`config.mk`:
```
export PLATFORM = sky130hd
export DESIGN_NAME = tcg_top
export DESIGN_NICKNAME = d
export VERILOG_FILES = /design/src/rtl/tcg_pkg.sv /design/src/rtl/tcg_ctrl.sv /design/src/rtl/tcg_prescaler.sv /design/src/rtl/tcg_edge.sv /design/src/rtl/tcg_tickmux.sv /design/src/rtl/tcg_top.sv
export SDC_FILE = /design/constraint.sdc
export NUM_CORES = 1
export LEC_CHECK = 0
export ABC_AREA = 1
export BUFFER_PORTS_ARGS = -buffer_cell sky130_fd_sc_hd__buf_4
export CORE_UTILIZATION = 35
export DETAILED_ROUTE_END_ITERATION = 10
export PLACE_DENSITY = 0.67
export SLEW_MARGIN = 10
export SYNTH_ARGS = -nofsm -noshare
export SYNTH_HDL_FRONTEND = slang
export SYNTH_SLANG_ARGS = --single-unit
```
`constraint.sdc`:
```
create_clock -name clk -period 1.8 [get_ports clk]
set_clock_uncertainty 0.05 [all_clocks]
set_input_delay 0.09 -clock clk [delete_from_list [all_inputs] [get_ports clk]]
set_output_delay 0.09 -clock clk [all_outputs]
set_load 0.02 [all_outputs]
```
`src/rtl/tcg_pkg.sv`:
```
package tcg_pkg;

    localparam int SEL_W    = 3;
    localparam int NUM_TAPS = 1 << SEL_W;

    typedef enum logic [1:0] {
        CS_RUN   = 2'd0,
        CS_PULSE = 2'd1,
        CS_ARMED = 2'd2,
        CS_HOLD  = 2'd3
    } ctl_state_t;

    localparam logic [SEL_W-1:0] SEL_OFF      = 3'd0;
    localparam logic [SEL_W-1:0] SEL_DIV1     = 3'd1;
    localparam logic [SEL_W-1:0] SEL_DIV1024  = 3'd5;
    localparam logic [SEL_W-1:0] SEL_EXT_FALL = 3'd6;
    localparam logic [SEL_W-1:0] SEL_EXT_RISE = 3'd7;

    // number of low prescaler bits that must all be one for a divided tap
    function automatic int tap_bits(input int code);
        case (code)
            2:       return 3;
            3:       return 6;
            4:       return 8;
            5:       return 10;
            default: return 0;
        endcase
    endfunction

endpackage

```
`src/rtl/tcg_ctrl.sv`:
```
module tcg_ctrl
    import tcg_pkg::*;
#(
    parameter int NUM_CH = 2,
    parameter int ADDR_W = 2,
    parameter int DATA_W = 8
) (
    input  logic                    clk,
    input  logic                    rst_n,
    input  logic                    wr_en,
    input  logic [ADDR_W-1:0]       wr_addr,
    input  logic [DATA_W-1:0]       wr_data,
    input  logic [ADDR_W-1:0]       rd_addr,
    output logic [DATA_W-1:0]       rd_data,
    output logic [NUM_CH*SEL_W-1:0] sel_flat,
    output logic                    presc_rst
);

    localparam logic [ADDR_W-1:0] CTRL_ADDR = ADDR_W'(NUM_CH);
    localparam int                HOLD_BIT  = DATA_W - 1;
    localparam int                CLR_BIT   = 0;

    ctl_state_t state_q, state_d;
    logic       ctrl_wr;
    logic       hold_flag;
    logic [SEL_W-1:0] sel_q [NUM_CH];
    logic       unused_bits;

    assign ctrl_wr     = wr_en && (wr_addr == CTRL_ADDR);
    assign unused_bits = ^wr_data[HOLD_BIT-1:SEL_W];

    // state register
    always_ff @(posedge clk or negedge rst_n) begin
        if (!rst_n) state_q <= CS_RUN;
        else        state_q <= state_d;
    end

    // next state
    always_comb begin
        state_d = state_q;
        if (ctrl_wr) begin
            unique case ({wr_data[HOLD_BIT], wr_data[CLR_BIT]})
                2'b00: state_d = CS_RUN;
                2'b01: state_d = CS_PULSE;
                2'b10: state_d = CS_ARMED;
                2'b11: state_d = CS_HOLD;
            endcase
        end else begin
            unique case (state_q)
                CS_PULSE: state_d = CS_RUN;
                CS_RUN, CS_ARMED, CS_HOLD: state_d = state_q;
            endcase
        end
    end

    // outputs of the state machine
    always_comb begin
        unique case (state_q)
            CS_RUN:   begin hold_flag = 1'b0; presc_rst = 1'b0; end
            CS_PULSE: begin hold_flag = 1'b0; presc_rst = 1'b1; end
            CS_ARMED: begin hold_flag = 1'b1; presc_rst = 1'b0; end
            CS_HOLD:  begin hold_flag = 1'b1; presc_rst = 1'b1; end
        endcase
    end

    // per-channel selector registers
    for (genvar c = 0; c < NUM_CH; c++) begin : g_sel
        always_ff @(posedge clk or negedge rst_n) begin
            if (!rst_n)
                sel_q[c] <= SEL_OFF;
            else if (wr_en && wr_addr == ADDR_W'(c))
                sel_q[c] <= wr_data[SEL_W-1:0];
        end
        assign sel_flat[c*SEL_W +: SEL_W] = sel_q[c];
    end

    // readback
    always_comb begin
        rd_data = '0;
        for (int c = 0; c < NUM_CH; c++) begin
            if (rd_addr == ADDR_W'(c)) rd_data[SEL_W-1:0] = sel_q[c];
        end
        if (rd_addr == CTRL_ADDR) begin
            rd_data[HOLD_BIT] = hold_flag;
            rd_data[CLR_BIT]  = presc_rst;
        end
    end

    // a lone clear pulse ends on its own
    a_r6_pulse_self_clears: assert property (@(posedge clk) disable iff (!rst_n)
        (state_q == CS_PULSE && !ctrl_wr) |=> (state_q == CS_RUN && !presc_rst));

    // hold mode keeps the clear asserted
    a_r7_hold_kept: assert property (@(posedge clk) disable iff (!rst_n)
        (state_q == CS_HOLD && !ctrl_wr) |=> presc_rst);

    // writing zero releases the clear on the next cycle
    a_r8_release: assert property (@(posedge clk) disable iff (!rst_n)
        (ctrl_wr && !wr_data[HOLD_BIT] && !wr_data[CLR_BIT]) |=> !presc_rst);

endmodule

```
`src/rtl/tcg_prescaler.sv`:
```
module tcg_prescaler
    import tcg_pkg::*;
#(
    parameter int CNT_W = 10
) (
    input  logic                clk,
    input  logic                rst_n,
    input  logic                clr,
    output logic [CNT_W-1:0]    cnt,
    output logic [NUM_TAPS-1:0] taps
);

    always_ff @(posedge clk or negedge rst_n) begin
        if (!rst_n)   cnt <= '0;
        else if (clr) cnt <= '0;
        else          cnt <= cnt + 1'b1;
    end

    for (genvar t = 0; t < NUM_TAPS; t++) begin : g_tap
        if (t >= int'(SEL_DIV1) && t <= int'(SEL_DIV1024)) begin : g_live
            localparam int B = tap_bits(t);
            if (B == 0) begin : g_undiv
                assign taps[t] = ~clr;
            end else begin : g_div
                assign taps[t] = ~clr & (&cnt[B-1:0]);
            end
        end else begin : g_dead
            assign taps[t] = 1'b0;
        end
    end

endmodule

```
`src/rtl/tcg_edge.sv`:
```
module tcg_edge #(
    parameter int STAGES = 2
) (
    input  logic clk,
    input  logic rst_n,
    input  logic pin,
    output logic rise,
    output logic fall
);

    logic [STAGES-1:0] sync_q;
    logic              prev_q;

    always_ff @(posedge clk or negedge rst_n) begin
        if (!rst_n) begin
            sync_q <= '0;
            prev_q <= 1'b0;
        end else begin
            sync_q <= {sync_q[STAGES-2:0], pin};
            prev_q <= sync_q[STAGES-1];
        end
    end

    assign rise =  sync_q[STAGES-1] & ~prev_q;
    assign fall = ~sync_q[STAGES-1] &  prev_q;

    // one pulse per qualifying edge
    a_r4_single_rise: assert property (@(posedge clk) disable iff (!rst_n)
        rise |=> !rise);
    a_r4_single_fall: assert property (@(posedge clk) disable iff (!rst_n)
        fall |=> !fall);

endmodule

```
`src/rtl/tcg_tickmux.sv`:
```
module tcg_tickmux
    import tcg_pkg::*;
(
    input  logic [SEL_W-1:0]    sel,
    input  logic [NUM_TAPS-1:0] taps,
    input  logic                rise,
    input  logic                fall,
    output logic                tick
);

    always_comb begin
        unique case (sel)
            SEL_OFF:      tick = 1'b0;
            SEL_EXT_FALL: tick = fall;
            SEL_EXT_RISE: tick = rise;
            default:      tick = taps[sel];
        endcase
    end

endmodule

```
`src/rtl/tcg_top.sv`:
```
module tcg_top
    import tcg_pkg::*;
#(
    parameter int NUM_CH      = 2,
    parameter int ADDR_W      = 2,
    parameter int DATA_W      = 8,
    parameter int CNT_W       = 10,
    parameter int SYNC_STAGES = 2
) (
    input  logic              clk,
    input  logic              rst_n,
    input  logic              wr_en,
    input  logic [ADDR_W-1:0] wr_addr,
    input  logic [DATA_W-1:0] wr_data,
    input  logic [ADDR_W-1:0] rd_addr,
    output logic [DATA_W-1:0] rd_data,
    input  logic [NUM_CH-1:0] ext_pin,
    output logic [NUM_CH-1:0] tick
);

    logic [NUM_CH*SEL_W-1:0] sel_flat;
    logic                    presc_rst;
    logic [CNT_W-1:0]        presc_cnt;
    logic [NUM_TAPS-1:0]     taps;

    tcg_ctrl #(
        .NUM_CH (NUM_CH),
        .ADDR_W (ADDR_W),
        .DATA_W (DATA_W)
    ) u_ctrl (
        .clk       (clk),
        .rst_n     (rst_n),
        .wr_en     (wr_en),
        .wr_addr   (wr_addr),
        .wr_data   (wr_data),
        .rd_addr   (rd_addr),
        .rd_data   (rd_data),
        .sel_flat  (sel_flat),
        .presc_rst (presc_rst)
    );

    tcg_prescaler #(
        .CNT_W (CNT_W)
    ) u_presc (
        .clk   (clk),
        .rst_n (rst_n),
        .clr   (presc_rst),
        .cnt   (presc_cnt),
        .taps  (taps)
    );

    for (genvar c = 0; c < NUM_CH; c++) begin : g_ch
        logic             rise, fall;
        logic [SEL_W-1:0] sel;

        assign sel = sel_flat[c*SEL_W +: SEL_W];

        tcg_edge #(
            .STAGES (SYNC_STAGES)
        ) u_edge (
            .clk   (clk),
            .rst_n (rst_n),
            .pin   (ext_pin[c]),
            .rise  (rise),
            .fall  (fall)
        );

        tcg_tickmux u_mux (
            .sel  (sel),
            .taps (taps),
            .rise (rise),
            .fall (fall),
            .tick (tick[c])
        );

        // an unclocked channel stays silent
        a_r1_off_silent: assert property (@(posedge clk) disable iff (!rst_n)
            (sel == SEL_OFF) |-> !tick[c]);

        // clock-derived sources are blocked while the prescaler is cleared
        a_r7_halted_taps: assert property (@(posedge clk) disable iff (!rst_n)
            (presc_rst && sel >= SEL_DIV1 && sel <= SEL_DIV1024) |-> !tick[c]);
    end

    // the shared counter wraps to zero after its top value
    a_r3_wrap: assert property (@(posedge clk) disable iff (!rst_n)
        (presc_cnt == '1 && !presc_rst) |=> (presc_cnt == '0));

    // a clear leaves the shared counter at zero for the next cycle
    a_r5_shared_zero: assert property (@(posedge clk) disable iff (!rst_n)
        presc_rst |=> (presc_cnt == '0));

endmodule

```
==> impl_results.md <==
* Status: finished, final reports clean
* Starting Density at 37.5%
* CP Capture Type: output port
* Unrepaired setup endpoints after global routing: yes
* R2R depth at 6
* Final Hold Fails at 0
* Startpoint types: flop
* CTS sink cnt at 24
* Clk slew on worst S/H paths at 130 ps
* Max incr delay on CP at 430 ps
* Routed Antenna Nets at 0
* Detailed-route vias per instance at 4.55
* Commonest cells in the netlist: nand2_1, inv_1, dfrtp_1
* R2r setup slk at 510 ps
* Cell variety after synth at 23
* Worst hold slack at 50.1 ps
* GRT Overall Usage at 14.9%
* Final HPWL DP at 1.82 mm
* Initial antenna violation count at 0
* Top post-synthesis cells by area: dfrtp_1, nand2_1, inv_1
* DR vias at 1,092
* FF-to-FF Start: u_presc.cnt[0]$_DFF_PN0_
* Top cell type's share of synthesized area at 46.9%
* Mean area per synthesized cell at 7.76 um2
* Skew-Pair Late Insertion Delay at 320 ps
* Total Power at 1.52 mW
* Wire length per cell at 10.5 um
* Remaining DRCs at 0
* Post-synthesis async set-or-reset flop share at 100%
* First-pass DRT Iterations at 4
* Net count, final at 214
* Cell with the most instances after synthesis: nand2_1
* Core Area at 3420 um2
* Post-synth EDFFs at 0
* Max Fclk at 0.575 GHz
* IO buf count at 18
* Clk buf depth at 2
* CP Cell Sequence: ha_4 -> ha_4 -> nand2_2 -> nor2_1 -> nor2_1 -> nand2_1 -> nand2_1 -> nand3_2 -> buf_6
* Max-slew violation count at 0
* Hold wc startpoint: wr_addr[0]
* CP Class: reg2out
* Crit-path slowest cell: dfrtp_1
* Clock period minus final worst setup slack at 1740 ps
* Finish-stage setup viols at 0
* Io pins at 27
* Yosys top cell by area: dfrtp_1
* Worst-path fanout max at 2
* Wire length on met3 at 120 um
* Met2 WL post-DR at 1.22 mm
* Routed WL at 2.53 mm
* Final core utilization at 47.1%
* Die ar. at 3900 um2
* Crit share post-route at 96.7%
* TritonCTS clock tree: yes
* R2R Path End: u_presc.cnt[9]$_DFF_PN0_
* Max capacitance violation total at 0
* Lkg Pwr at 0.815 nW
* Area growth from synthesis to layout at 25.6%
* Number of global-route vias before repair at 1,080
* RePlAce Congestion at 0.776
* Cell area after synthesis at 1280 um2
* Post-Route M1 WL at 1.13 mm
* Layout cell share with drive strength beyond 1 at 21.1%
* CTS buffer count at 3
* Crit path DAT at 1600 ps
* Pwr dens at 944 nW/um2
* Main synth FF type: dfrtp_1
* Num rows at 21
* First-pass GRT wire length at 4.63 mm
* Die W at 62.5 um
* Die H at 62.5 um
* Cells after Synth at 165
* Pin count of the biggest net entering global routing at 25
* Max IR drop VDD at 351 uV
* Synth Register Bits at 24
* Initial DRC count at 37
* Clock Root Buffer: clkbuf_4
* Top layer in use: met4
* Gr ovfl total at 0
* Post-synthesis sequential area ratio at 46.9%
* Yosys Warn Count at 0
* Hold Crit Depth at 4
* Ant. Diodes at 0
* HP Class: in2reg
* Worst Hold Endpoint: u_ctrl.state_q[1]$_DFFE_PN0P_
* CTS H-tree depth at 1
* Worst path required time at 1660 ps
-- critical path: cells and delay by family, from the launching register on --
kind                     cells  cell delay [ps]
adder cells (fa/ha/maj)      2              350
buffers and inverters        1              140
flip-flops                   1              430
AND/OR/NAND/NOR              6              370
-- power by group --
part,internal [mW],switching [mW],leakage (nW)
sequential,0.637,0.105,0.301
clock,0.124,0.165,0.0210
combinational,0.219,0.269,0.493
-- state kept, by name, indices dropped and copies added, names as in the netlist --
register            flops
u_presc.cnt            10
g_ch.u_edge.sync_q      4
u_ctrl.state_q          2
u_ctrl.sel_flat         6
g_ch.u_edge.prev_q      2
-- how the worst max path moves through the flow --
stage | to | startpoint | cells after the start
6_report | tick[1] | u_presc.cnt[0]$_DFF_PN0_ | 9
5_1_grt | tick[1] | u_presc.cnt[0]$_DFF_PN0_ | 9
4_1_cts | tick[1] | u_presc.cnt[1]$_DFF_PN0_ | 9
3_5_place_dp | tick[1] | u_presc.cnt[0]$_DFF_PN0_ | 9
3_3_place_gp | tick[1] | u_presc.cnt[0]$_DFF_PN0_ | 9
2_1_floorplan | tick[0] | u_presc.cnt[0]$_DFF_PN0_ | 9
-- routing by layer --
metal / track usage [%] / up-vias
met5: 0 / -
met4: 6.10 / 0
met3: 2.55 / 7
met2: 25.1 / 38
met1: 18.7 / 478
li1: - / 569
-- cell type report --
class	count	area, um2
inverters	29	109
clock buffers	4	36.3
fillers	346	1810
multi-input cells	108	562
repair buffers	29	243
flip-flops and latches	24	601
well taps	46	57.6
-- what timing repair did --
item                                   CTS  global route
setup endpoints to repair                2             2
cloned                                   0             0
pin swaps                                1             6
setup buffers                            2             1
resized for setup                        5             3
endpoints found under the hold margin   33             0
hold buffers                             7             0
-- kinds of logic (layout without fill, tap and decap cells) --
| kind of cell | Yosys count | count (layout) | synth area share, % |
|---|---|---|---|
| compound gates | 21 | 21 | 8.70 |
| xor+xnor | 1 | 1 | 0.684 |
| fa+ha+maj | 2 | 2 | 1.95 |
| buf+inv | 36 | 62 | 12.6 |
| flops | 24 | 24 | 46.9 |
| other cells | 1 | 4 | 0.293 |
| simple gates | 80 | 80 | 28.8 |
-- stage by stage --
step	instances	setup slack, ps	TNS [ps]	cell area [um2]
floorplan	168	358	0	1290
global placement	226	231	0	1440
detailed placement	226	228	0	1440
CTS	239	-6.24	-6.24	1580
global route	240	-49.0	-82.9	1610
finish	240	60.1	0	1610
-- cell usage in the layout, fill, tap and decap left out, types with 2 or more instances in the layout --
| cell | instances |
|---|---|
| dfrtp_1 | 24 |
| buf_6 | 2 |
| inv_2 | 3 |
| o21ai_1 | 6 |
| conb_1 | 4 |
| nand4_1 | 3 |
| nand2_1 | 30 |
| nor2_1 | 20 |
| buf_4 | 20 |
| clkbuf_4 | 3 |
| a21oi_1 | 8 |
| nor2_4 | 2 |
| o21ai_0 | 4 |
| nand3_2 | 3 |
| nand2_2 | 4 |
| nor3_1 | 8 |
| inv_1 | 25 |
| dlygate4sd3_1 | 7 |
| nand3_1 | 8 |
| o22ai_1 | 2 |
| ha_4 | 2 |
No activity file was read; power rests on OpenSTA's default activity.
